`config.mk`:
```
export PLATFORM = sky130hd
export DESIGN_NAME = lsr_snapshot_shifter
export DESIGN_NICKNAME = d
export VERILOG_FILES = /design/src/rtl/lsr_pkg.sv /design/src/rtl/lsr_hold_reg.sv /design/src/rtl/lsr_shift_chain.sv /design/src/rtl/lsr_out_stage.sv /design/src/rtl/lsr_snapshot_shifter.sv
export SDC_FILE = /design/constraint.sdc
export NUM_CORES = 1
export LEC_CHECK = 0
export ABC_AREA = 1
export CAP_MARGIN = 10
export CORE_ASPECT_RATIO = 0.75
export CORE_MARGIN = 4
export CORE_UTILIZATION = 39
export CTS_CLUSTER_SIZE = 16
export DETAILED_ROUTE_END_ITERATION = 12
export PLACE_DENSITY = 0.72
export SYNTH_ARGS = -nofsm -noshare
export SYNTH_HDL_FRONTEND = slang
export SYNTH_SLANG_ARGS = --single-unit
export TNS_END_PERCENT = 20
```
`constraint.sdc`:
```
create_clock -name clk -period 1.61 [get_ports clk]
set_clock_uncertainty 0.2 [all_clocks]
set_input_delay 0.161 -clock clk [delete_from_list [all_inputs] [get_ports clk]]
set_output_delay 0.161 -clock clk [all_outputs]
set_load 0.01 [all_outputs]
```
`src/rtl/lsr_pkg.sv`:
```
package lsr_pkg;
    typedef enum logic [0:0] {
        OP_SHIFT = 1'b0,
        OP_LOAD  = 1'b1
    } op_e;
endpackage

```
`src/rtl/lsr_hold_reg.sv`:
```
module lsr_hold_reg #(
    parameter int WIDTH = 8
) (
    input  logic             clk,
    input  logic             rst,
    input  logic             cap_en,
    input  logic [WIDTH-1:0] par_in,
    output logic [WIDTH-1:0] held
);
    always_ff @(posedge clk) begin
        if (rst)
            held <= '0;
        else if (cap_en)
            held <= par_in;
    end

    AST_HOLD_RESET: assert property (@(posedge clk) rst |=> held == '0);
    AST_HOLD_CAPTURE: assert property (@(posedge clk) disable iff (rst)
        cap_en |=> held == $past(par_in));
    AST_HOLD_KEEP: assert property (@(posedge clk) disable iff (rst)
        !cap_en |=> $stable(held));
endmodule

```
`src/rtl/lsr_shift_chain.sv`:
```
module lsr_shift_chain
    import lsr_pkg::*;
#(
    parameter int WIDTH = 8
) (
    input  logic             clk,
    input  logic             rst,
    input  logic             shift_en,
    input  op_e              op,
    input  logic             ser_in,
    input  logic [WIDTH-1:0] load_val,
    output logic [WIDTH-1:0] chain
);
    localparam int TOP = WIDTH - 1;

    logic [WIDTH-1:0] chain_next;

    always_comb begin
        chain_next = chain;
        unique case (op)
            OP_SHIFT: chain_next = {chain[TOP-1:0], ser_in};
            OP_LOAD:  chain_next = load_val;
        endcase
    end

    always_ff @(posedge clk) begin
        if (rst)
            chain <= '0;
        else if (shift_en)
            chain <= chain_next;
    end

    AST_CHAIN_RESET: assert property (@(posedge clk) rst |=> chain == '0);
    AST_CHAIN_LOAD: assert property (@(posedge clk) disable iff (rst)
        (shift_en && op == OP_LOAD) |=> chain == $past(load_val));
    AST_CHAIN_SHIFT: assert property (@(posedge clk) disable iff (rst)
        (shift_en && op == OP_SHIFT) |=>
        (chain[0] == $past(ser_in) && chain[TOP:1] == $past(chain[TOP-1:0])));
    AST_CHAIN_HOLD: assert property (@(posedge clk) disable iff (rst)
        !shift_en |=> $stable(chain));
endmodule

```
`src/rtl/lsr_out_stage.sv`:
```
module lsr_out_stage (
    input  logic clk,
    input  logic rst,
    input  logic tail,
    input  logic oe_n,
    output logic ser_out,
    output logic ser_out_en
);
    always_comb begin
        ser_out_en = ~oe_n;
        ser_out    = tail & ~oe_n;
    end

    AST_OUT_OFF: assert property (@(posedge clk) disable iff (rst)
        oe_n |-> (!ser_out_en && !ser_out));
    AST_OUT_ON: assert property (@(posedge clk) disable iff (rst)
        !oe_n |-> (ser_out_en && ser_out == tail));
endmodule

```
`src/rtl/lsr_snapshot_shifter.sv`:
```
module lsr_snapshot_shifter
    import lsr_pkg::*;
#(
    parameter int WIDTH = 8
) (
    input  logic             clk,
    input  logic             rst,
    input  logic             cap_en,
    input  logic [WIDTH-1:0] par_in,
    input  logic             shift_en,
    input  logic             load_mode,
    input  logic             ser_in,
    input  logic             oe_n,
    output logic             ser_out,
    output logic             ser_out_en
);
    localparam int TOP = WIDTH - 1;

    logic [WIDTH-1:0] held;
    logic [WIDTH-1:0] chain;
    op_e              op;

    assign op = op_e'(load_mode);

    lsr_hold_reg #(.WIDTH(WIDTH)) u_hold (
        .clk    (clk),
        .rst    (rst),
        .cap_en (cap_en),
        .par_in (par_in),
        .held   (held)
    );

    lsr_shift_chain #(.WIDTH(WIDTH)) u_chain (
        .clk      (clk),
        .rst      (rst),
        .shift_en (shift_en),
        .op       (op),
        .ser_in   (ser_in),
        .load_val (held),
        .chain    (chain)
    );

    lsr_out_stage u_out (
        .clk        (clk),
        .rst        (rst),
        .tail       (chain[TOP]),
        .oe_n       (oe_n),
        .ser_out    (ser_out),
        .ser_out_en (ser_out_en)
    );

    AST_SAME_EDGE_OLD: assert property (@(posedge clk) disable iff (rst)
        (cap_en && shift_en && op == OP_LOAD) |=> chain == $past(held));
    AST_CAPTURE_NO_DISTURB: assert property (@(posedge clk) disable iff (rst)
        (cap_en && !shift_en) |=> $stable(chain));
endmodule

```
# After elaboration in Yosys (flattened, before gate mapping)
# Cells that the tools add are included.
[op_classes] n_mux=1 n_bitwise=3
[op_table] cell="one-hot mux 8 bit (2 select lines)" n=1
[op_table] cell="inverter 1 bit" n=2
[op_table] cell="AND 1 bit" n=1
[totals] wordCells=6 register_bits=16 in_bits=15

# Depth between registers and ports, before layout
# Gate-level depths: netlist of the first run.
[logic_depth] word_depth=2 depth_mapped=6 ltp_nobuf=5

# Cells and area by module
# From an unflattened synthesis of the first run, not the netlist that was laid out.
[unflattened] hier_cells=123 hier_area_um2=803.3
[by_module_without_submodules] mod="lsr_shift_chain" seq_area_each_um2=160.2 cells_each=69 n_inst=1 area_per_inst_um2=447.9
[by_module_without_submodules] mod="lsr_hold_reg" seq_area_each_um2=160.2 cells_each=51 n_inst=1 area_per_inst_um2=341.6
[by_module_without_submodules] mod="lsr_out_stage" seq_area_each_um2=0.0 cells_each=3 n_inst=1 area_per_inst_um2=13.8

# Worst setup path after synthesis of the first run
# Ideal clock, no wire load.
[synth_path] kind="in2reg" from="in shift_en" to="reg u_chain.chain[6]" t_arrival_ns=0.595 path_slack_ns=0.706 path_stages=6 setup_ns=0.109 t_required_ns=1.301 n_path_buf=2 path_cell_list="buf_6 > buf_12 > nor2_2 > nor2_1 > nand2_1 > inv_1"
[synth_lines] item="start, declared" line_no="lsr_snapshot_shifter.sv:10" rtl="input logic shift_en,"
[synth_lines] item="end signal, assigned" line_no="lsr_shift_chain.sv:30" rtl="chain <= chain_next;"
[synth_lines] item="end, declared" line_no="lsr_shift_chain.sv:12" rtl="output logic [WIDTH-1:0] chain"

# Worst setup path in the final report of the first run
[layout_path] from="in oe_n" to="out ser_out_en"
[layout_between] elab_chain_len=1
[layout_rtl] item="start, declared" line_no="lsr_snapshot_shifter.sv:13" rtl="input logic oe_n,"
[layout_rtl] item="inverter 1 bit" line_no="lsr_out_stage.sv:10" rtl="ser_out_en = ~oe_n;"
[layout_rtl] item="end, declared" line_no="lsr_snapshot_shifter.sv:15" rtl="output logic ser_out_en"
# Every way passes these cells.

==> results of run 1 <==
## synthesized netlist by cell type
cell type / count
buf_2: 1
nor2_2: 2
buf_6: 3
nor2_1: 15
buf_12: 1
inv_1: 10
buf_4: 1
inv_2: 2
nand2_1: 40
dfxtp_1: 16
a21oi_1: 8
nand3_1: 8
## where the power goes
part           internal [mW]  switching [mW]  leakage (nW)
Combinational         0.0650          0.0573         0.290
Clock                  0.138           0.127        0.0210
Sequential             0.419          0.0119         0.132
Total                  0.622           0.197         0.443
## worst reg2reg max path: stages, from the launching register on
cell	delay (ps)
dfxtp_1	330
nor2_1	100
nor2_1	50
nand2_1	80
inv_1	40
## state kept, by name, indices dropped and copies added, names as in the netlist
signal         cells
u_hold.held        8
u_chain.chain      8
## cell usage in the layout, fill, tap and decap left out, drive strengths merged
cell type	instances
nand2	40
a21oi	8
buf	4
clkdlybuf4s50	15
clkbuf	4
nor2	17
nand3	8
dfxtp	16
dlygate4sd2	1
inv	12
## path summary, 6_finish.rpt
path                                  from                            end
max                                   oe_n                     ser_out_en
min                              par_in[4]    u_hold.held[4]$_SDFFE_PP0P_
max reg2reg  u_chain.chain[0]$_SDFFE_PP0P_  u_chain.chain[0]$_SDFFE_PP0P_
min reg2reg    u_hold.held[6]$_SDFFE_PP0P_    u_hold.held[6]$_SDFFE_PP0P_
## logic make-up (layout without fill, tap and decap cells)
family                 Yosys count  in the layout
AO/OA/AOI/OAI                    8              8
buffers and inverters           18             36
flip-flops                      16             16
AND/OR/NAND/NOR                 65             65
## metal layers
metal | routed length (um) | global-route usage [%] | vias to the layer above
met5 | 0 | 0 | -
met3 | 117 | 6.516 | 5
li1 | - | - | 363
met4 | 19 | 5.556 | 0
met2 | 583 | 19.14 | 16
met1 | 712 | 16.18 | 273
## through the flow
| step | setup slack (ps) | util [%] |
|---|---|---|
| 2_1_floorplan | 705.7 | - |
| 3_3_place_gp | 33.59 | 50.21 |
| 3_5_place_dp | 20.72 | 50.21 |
| 4_1_cts | 79.84 | 52.21 |
| 5_1_grt | 39.31 | 52.21 |
| 6_report | 89.46 | 52.21 |
## final cells by class
cell class	count	area [um2]	area share, %
sequential	16	320.3	34.92
multi-input combinational	73	299.0	32.61
clock buffer	4	36.28	3.956
tap	22	27.53	3.001
timing repair buffer	20	188.9	20.60
inverter	12	45.04	4.911
==> flow_metrics.py, run 1 <==
metrics = {
    "outcome": {
        "status": "complete, no violations",
    },
    "critical_path": {
        "max_stage_delay_ps": 530,
        "crit_type": "primary input to output port",
        "regToRegSetupSlack_ps": 710,
        "slowest_stage": "clkdlybuf4s50_1",
        "cp-start-kind": "primary input",
        "cp_cell_sequence": "clkdlybuf4s50_1 > inv_1 > clkdlybuf4s50_1",
        "required_ps": 1250,
        "cp_max_fo": 2,
        "critPathCaptureType": "output port",
        "crit_family": "buffers and inverters",
        "reg2reg_depth": 4,
        "worstPathArrival_ps": 1160,
        "crit_buf_inv": 3,
        "cpMostUsedCell": "clkdlybuf4s50_1",
        "path_depth": 3,
    },
    "yosys": {
        "yosys.area_share.simple_pct": 35.45,
        "synth_area_leaders": "dfxtp_1, nand2_1, nor2_1",
        "synth.area.mux_share_pct": 0,
        "synth_fp_nets": 122,
        "synth_adder_area_share_pct": 0,
        "synth_compound_area_share_pct": 5.479,
        "netlist_instances": 107,
        "synth_xor_area_share_pct": 0,
        "ys_ff_latch": 16,
        "yosysSeqAreaShare_pct": 43.84,
        "yosysWarnings": 0,
        "synth_top_area_share_pct": 43.84,
        "syn_avg_cell_area_um2": 6.829,
        "synth.largest_area_cell": "dfxtp_1",
        "ys_types": 12,
        "synth_top_family_by_area": "simple AND/OR/NAND/NOR gates",
        "synth.cell_area_um2": 730.7,
    },
    "place": {
        "post_dp_cell_area_um2": 882.1,
        "dp_cells": 143,
        "hpwlAfterDp_um": 1081,
        "gp_congestion": 0.7238,
        "io_buffers": 16,
    },
    "timing": {
        "rsz0062_at_grt": "false",
        "relSlewSlack_pct": 69.27,
        "period_share_pct": 94.44,
        "finalSetupViolations": 0,
        "hold_ws_ps": 208.6,
        "fmax_mhz": 657.7,
        "tns_ps": 0,
        "period_minus_slack_ps": 1521,
        "finalHoldViolCount": 0,
        "worst_pin_slew_ps": 459.6,
        "finalMaxSlewViolations": 0,
    },
    "clock_tree": {
        "numCtsBuffers": 3,
        "hold_buffers": 0,
        "clk_latency_ps": 290,
        "cts.path.max_buffers": 2,
        "cts-htree-levels": 1,
        "postCtsSetupBuffers": 0,
        "cts_resized": 1,
        "cts_tree": "built",
        "clkTransAtPathRegs_ps": 90,
        "root_buffer": "clkbuf_4",
        "cts_sinks": 16,
    },
    "grt": {
        "track_usage_pct": 13.04,
        "grt_antenna_before_repair": 0,
        "grt_max_degree": 17,
        "grt-ovfl-total": 0,
        "grt_pass1_vias": 581,
        "grt_pass1_wl_um": 2484,
    },
    "detailed_routing": {
        "drc": 0,
        "wirelength_um": 1433,
        "detail-route-antenna-nets": 0,
        "drt_first_pass_iters": 4,
        "first_iter_violations": 23,
        "viasPerCell": 4.469,
        "wl_per_cell_um": 9.748,
        "num_vias": 657,
    },
    "finish": {
        "final_layout_size_suffix_gt1_share_pct": 9.600,
        "fin_area_um2": 917.1,
        "diodes": 0,
        "areaGrowthSynthToFinish_pct": 25.51,
        "fin_cells": 147,
        "final_net_count": 141,
        "fillCellCount": 190,
    },
    "power_and_ir_drop": {
        "p_leak_nw": 0.4427,
        "ir_drop_uv": 605.9,
        "powerDensity_nw_per_um2": 892.8,
        "fin_total_pwr_uw": 818.8,
    },
    "flow_run": {
        "drv_cap": 0,
    },
    "die": {
        "dieWidth_um": 57.98,
        "floorplan.initialDensity_pct": 41.60,
        "die_y_um": 45.49,
        "num_io_pins": 17,
        "die-area_um2": 2637,
        "core_region_area_um2": 1757,
        "rows": 13,
    },
    "min_path": {
        "hold_path_depth": 3,
        "hp-class": "primary input to flip-flop",
    },
}
(Power assumes the default switching activity.)
==> inputs of run 2 (changes only) <==
--- a/config.mk
+++ b/config.mk
@@ -7,12 +7,11 @@
 export LEC_CHECK = 0
 export ABC_AREA = 1
 export CAP_MARGIN = 10
-export CORE_ASPECT_RATIO = 0.75
 export CORE_MARGIN = 4
-export CORE_UTILIZATION = 39
+export CORE_UTILIZATION = 50
 export CTS_CLUSTER_SIZE = 16
 export DETAILED_ROUTE_END_ITERATION = 12
-export PLACE_DENSITY = 0.72
+export PLACE_DENSITY = 0.87
 export SYNTH_ARGS = -nofsm -noshare
 export SYNTH_HDL_FRONTEND = slang
 export SYNTH_SLANG_ARGS = --single-unit
==> run 2 against run 1 <==
Routed wire length decreased by 7.8%. Critical path depth unchanged. Core utilization grew 15 points. Setup slack barely moved. Global-route usage is 1.8 points higher. Sequential power hardly changed.
==> flow_metrics.py, run 2 (synthesis results as in run 1) <==
metrics = {
    "outcome": {
        "status": "complete, no violations",
    },
    "place": {
        "gp_congestion": 0.6615,
        "hpwlAfterDp_um": 996.3,
        "io_buffers": 16,
        "dp_slack_ps": 31.85,
    },
    "critical_path": {
        "required_ps": 1250,
        "worstPathArrival_ps": 1160,
        "reg2reg_from": "u_chain.chain[7]$_SDFFE_PP0P_",
        "cp_max_fo": 2,
        "cp-start-kind": "primary input",
        "cp-startpoint": "oe_n",
        "crit_type": "primary input to output port",
        "critPathCaptureType": "output port",
    },
    "die": {
        "die_y_um": 46.23,
        "dieWidth_um": 46.23,
        "floorplan.initialDensity_pct": 54.78,
        "die-area_um2": 2137,
        "rows": 13,
        "core_region_area_um2": 1334,
        "num_io_pins": 17,
    },
    "clock_tree": {
        "cts_sinks": 16,
        "cts-htree-levels": 1,
        "cts.path.max_buffers": 2,
        "clk_latency_ps": 290,
        "postCtsSetupBuffers": 0,
        "clkTransAtPathRegs_ps": 100,
        "numCtsBuffers": 3,
        "root_buffer": "clkbuf_4",
        "hold_buffers": 0,
        "cts_tree": "built",
    },
    "detailed_routing": {
        "drt_first_pass_iters": 4,
        "viasPerCell": 4.784,
        "num_vias": 665,
        "wl_per_cell_um": 9.504,
        "drc": 0,
        "detail-route-antenna-nets": 0,
        "first_iter_violations": 7,
        "wirelength_um": 1321,
    },
    "timing": {
        "period_share_pct": 94.47,
        "finalMaxSlewViolations": 0,
        "fin_ws_ps": 89.01,
        "hold_ws_ps": 220.0,
        "finalHoldViolCount": 0,
        "period_minus_slack_ps": 1521,
        "relSlewSlack_pct": 69.61,
        "finalSetupViolations": 0,
        "tns_ps": 0,
        "rsz0062_at_grt": "false",
        "fmax_mhz": 657.5,
        "worst_pin_slew_ps": 454.5,
    },
    "grt": {
        "grt_pass1_vias": 586,
        "use_met3_pct": 2.344,
        "met1_usage_pct": 15.64,
        "top_usage_layer": "met2",
        "grtUsageMet2_pct": 25.55,
        "track_usage_pct": 14.84,
        "grt_pass1_wl_um": 2235,
        "grt_max_degree": 17,
        "grt-ovfl-total": 0,
        "grt_antenna_before_repair": 0,
    },
    "finish": {
        "final_layout_size_suffix_gt1_share_pct": 8.871,
        "final_net_count": 140,
        "layout.cells.most_common": "nand2_1",
        "reg_top3": "u_chain.chain (8), u_hold.held (8)",
        "final_cell_mix": "nand2_1, dfxtp_1, nor2_1, clkdlybuf4s50_1, inv_1",
        "areaGrowthSynthToFinish_pct": 23.29,
        "fillCellCount": 133,
        "diodes": 0,
    },
    "min_path": {
        "hp-class": "primary input to flip-flop",
        "worstHoldStart": "par_in[0]",
    },
    "power_and_ir_drop": {
        "p_leak_nw": 0.4379,
        "ir_drop_uv": 548.3,
        "powerDensity_nw_per_um2": 908.1,
    },
    "flow_run": {
        "drv_cap": 0,
    },
}
[run 2: power breakdown]
part	internal, mW	switching [mW]
Sequential	0.419	0.0121
Combinational	0.0635	0.0558
Clock	0.138	0.129
Total	0.621	0.197
[run 2: metrics by stage]
stage | cell area [um2] | util, % | cells | power, mW
after floorplan | 730.7 | - | 107 | 0.5194
after global placement | 865.8 | 64.92 | 135 | 0.5565
after detailed placement | 865.8 | 64.92 | 135 | 0.5612
after CTS | 900.9 | 67.54 | 139 | 0.8248
after global routing | 900.9 | 67.54 | 139 | 0.8533
final | 900.9 | 67.54 | 139 | 0.8181
[run 2: final timing paths]
check	endpoint	slack [ps]	depth (start not counted)
worst max-delay path	ser_out_en	90	3
worst min-delay path	u_hold.held[0]$_SDFFE_PP0P_	220	3
worst max register to register	u_chain.chain[7]$_SDFFE_PP0P_	750	4
worst min register to register	u_hold.held[6]$_SDFFE_PP0P_	260	2
[run 2: timing repair]
action                                 in CTS  in global routing
setup endpoints to repair                   1                  0
gates resized for setup                     1                  0
endpoints found under the hold margin       0                  0
[run 2: worst max-delay path: stages]
cell,delay [ps]
clkdlybuf4s50_1,420
inv_1,60
clkdlybuf4s50_1,520
[run 2: layer usage]
| metal | wire, um | share of wire (%) | up-vias |
|---|---|---|---|
| met5 | 0 | 0 | - |
| met3 | 87 | 6.6 | 4 |
| met4 | 26 | 2.0 | 0 |
| li1 | - | - | 356 |
| met2 | 619 | 47 | 22 |
| met1 | 588 | 45 | 283 |
[run 2: final cells by class]
cell class,instances,area (um2),area share [%]
sequential,16,320.3,35.56
multi-input combinational,73,299.0,33.19
timing repair buffer,19,181.4,20.14
inverter,12,45.04,5.000
clock buffer,4,36.28,4.028
tap,15,18.77,2.083
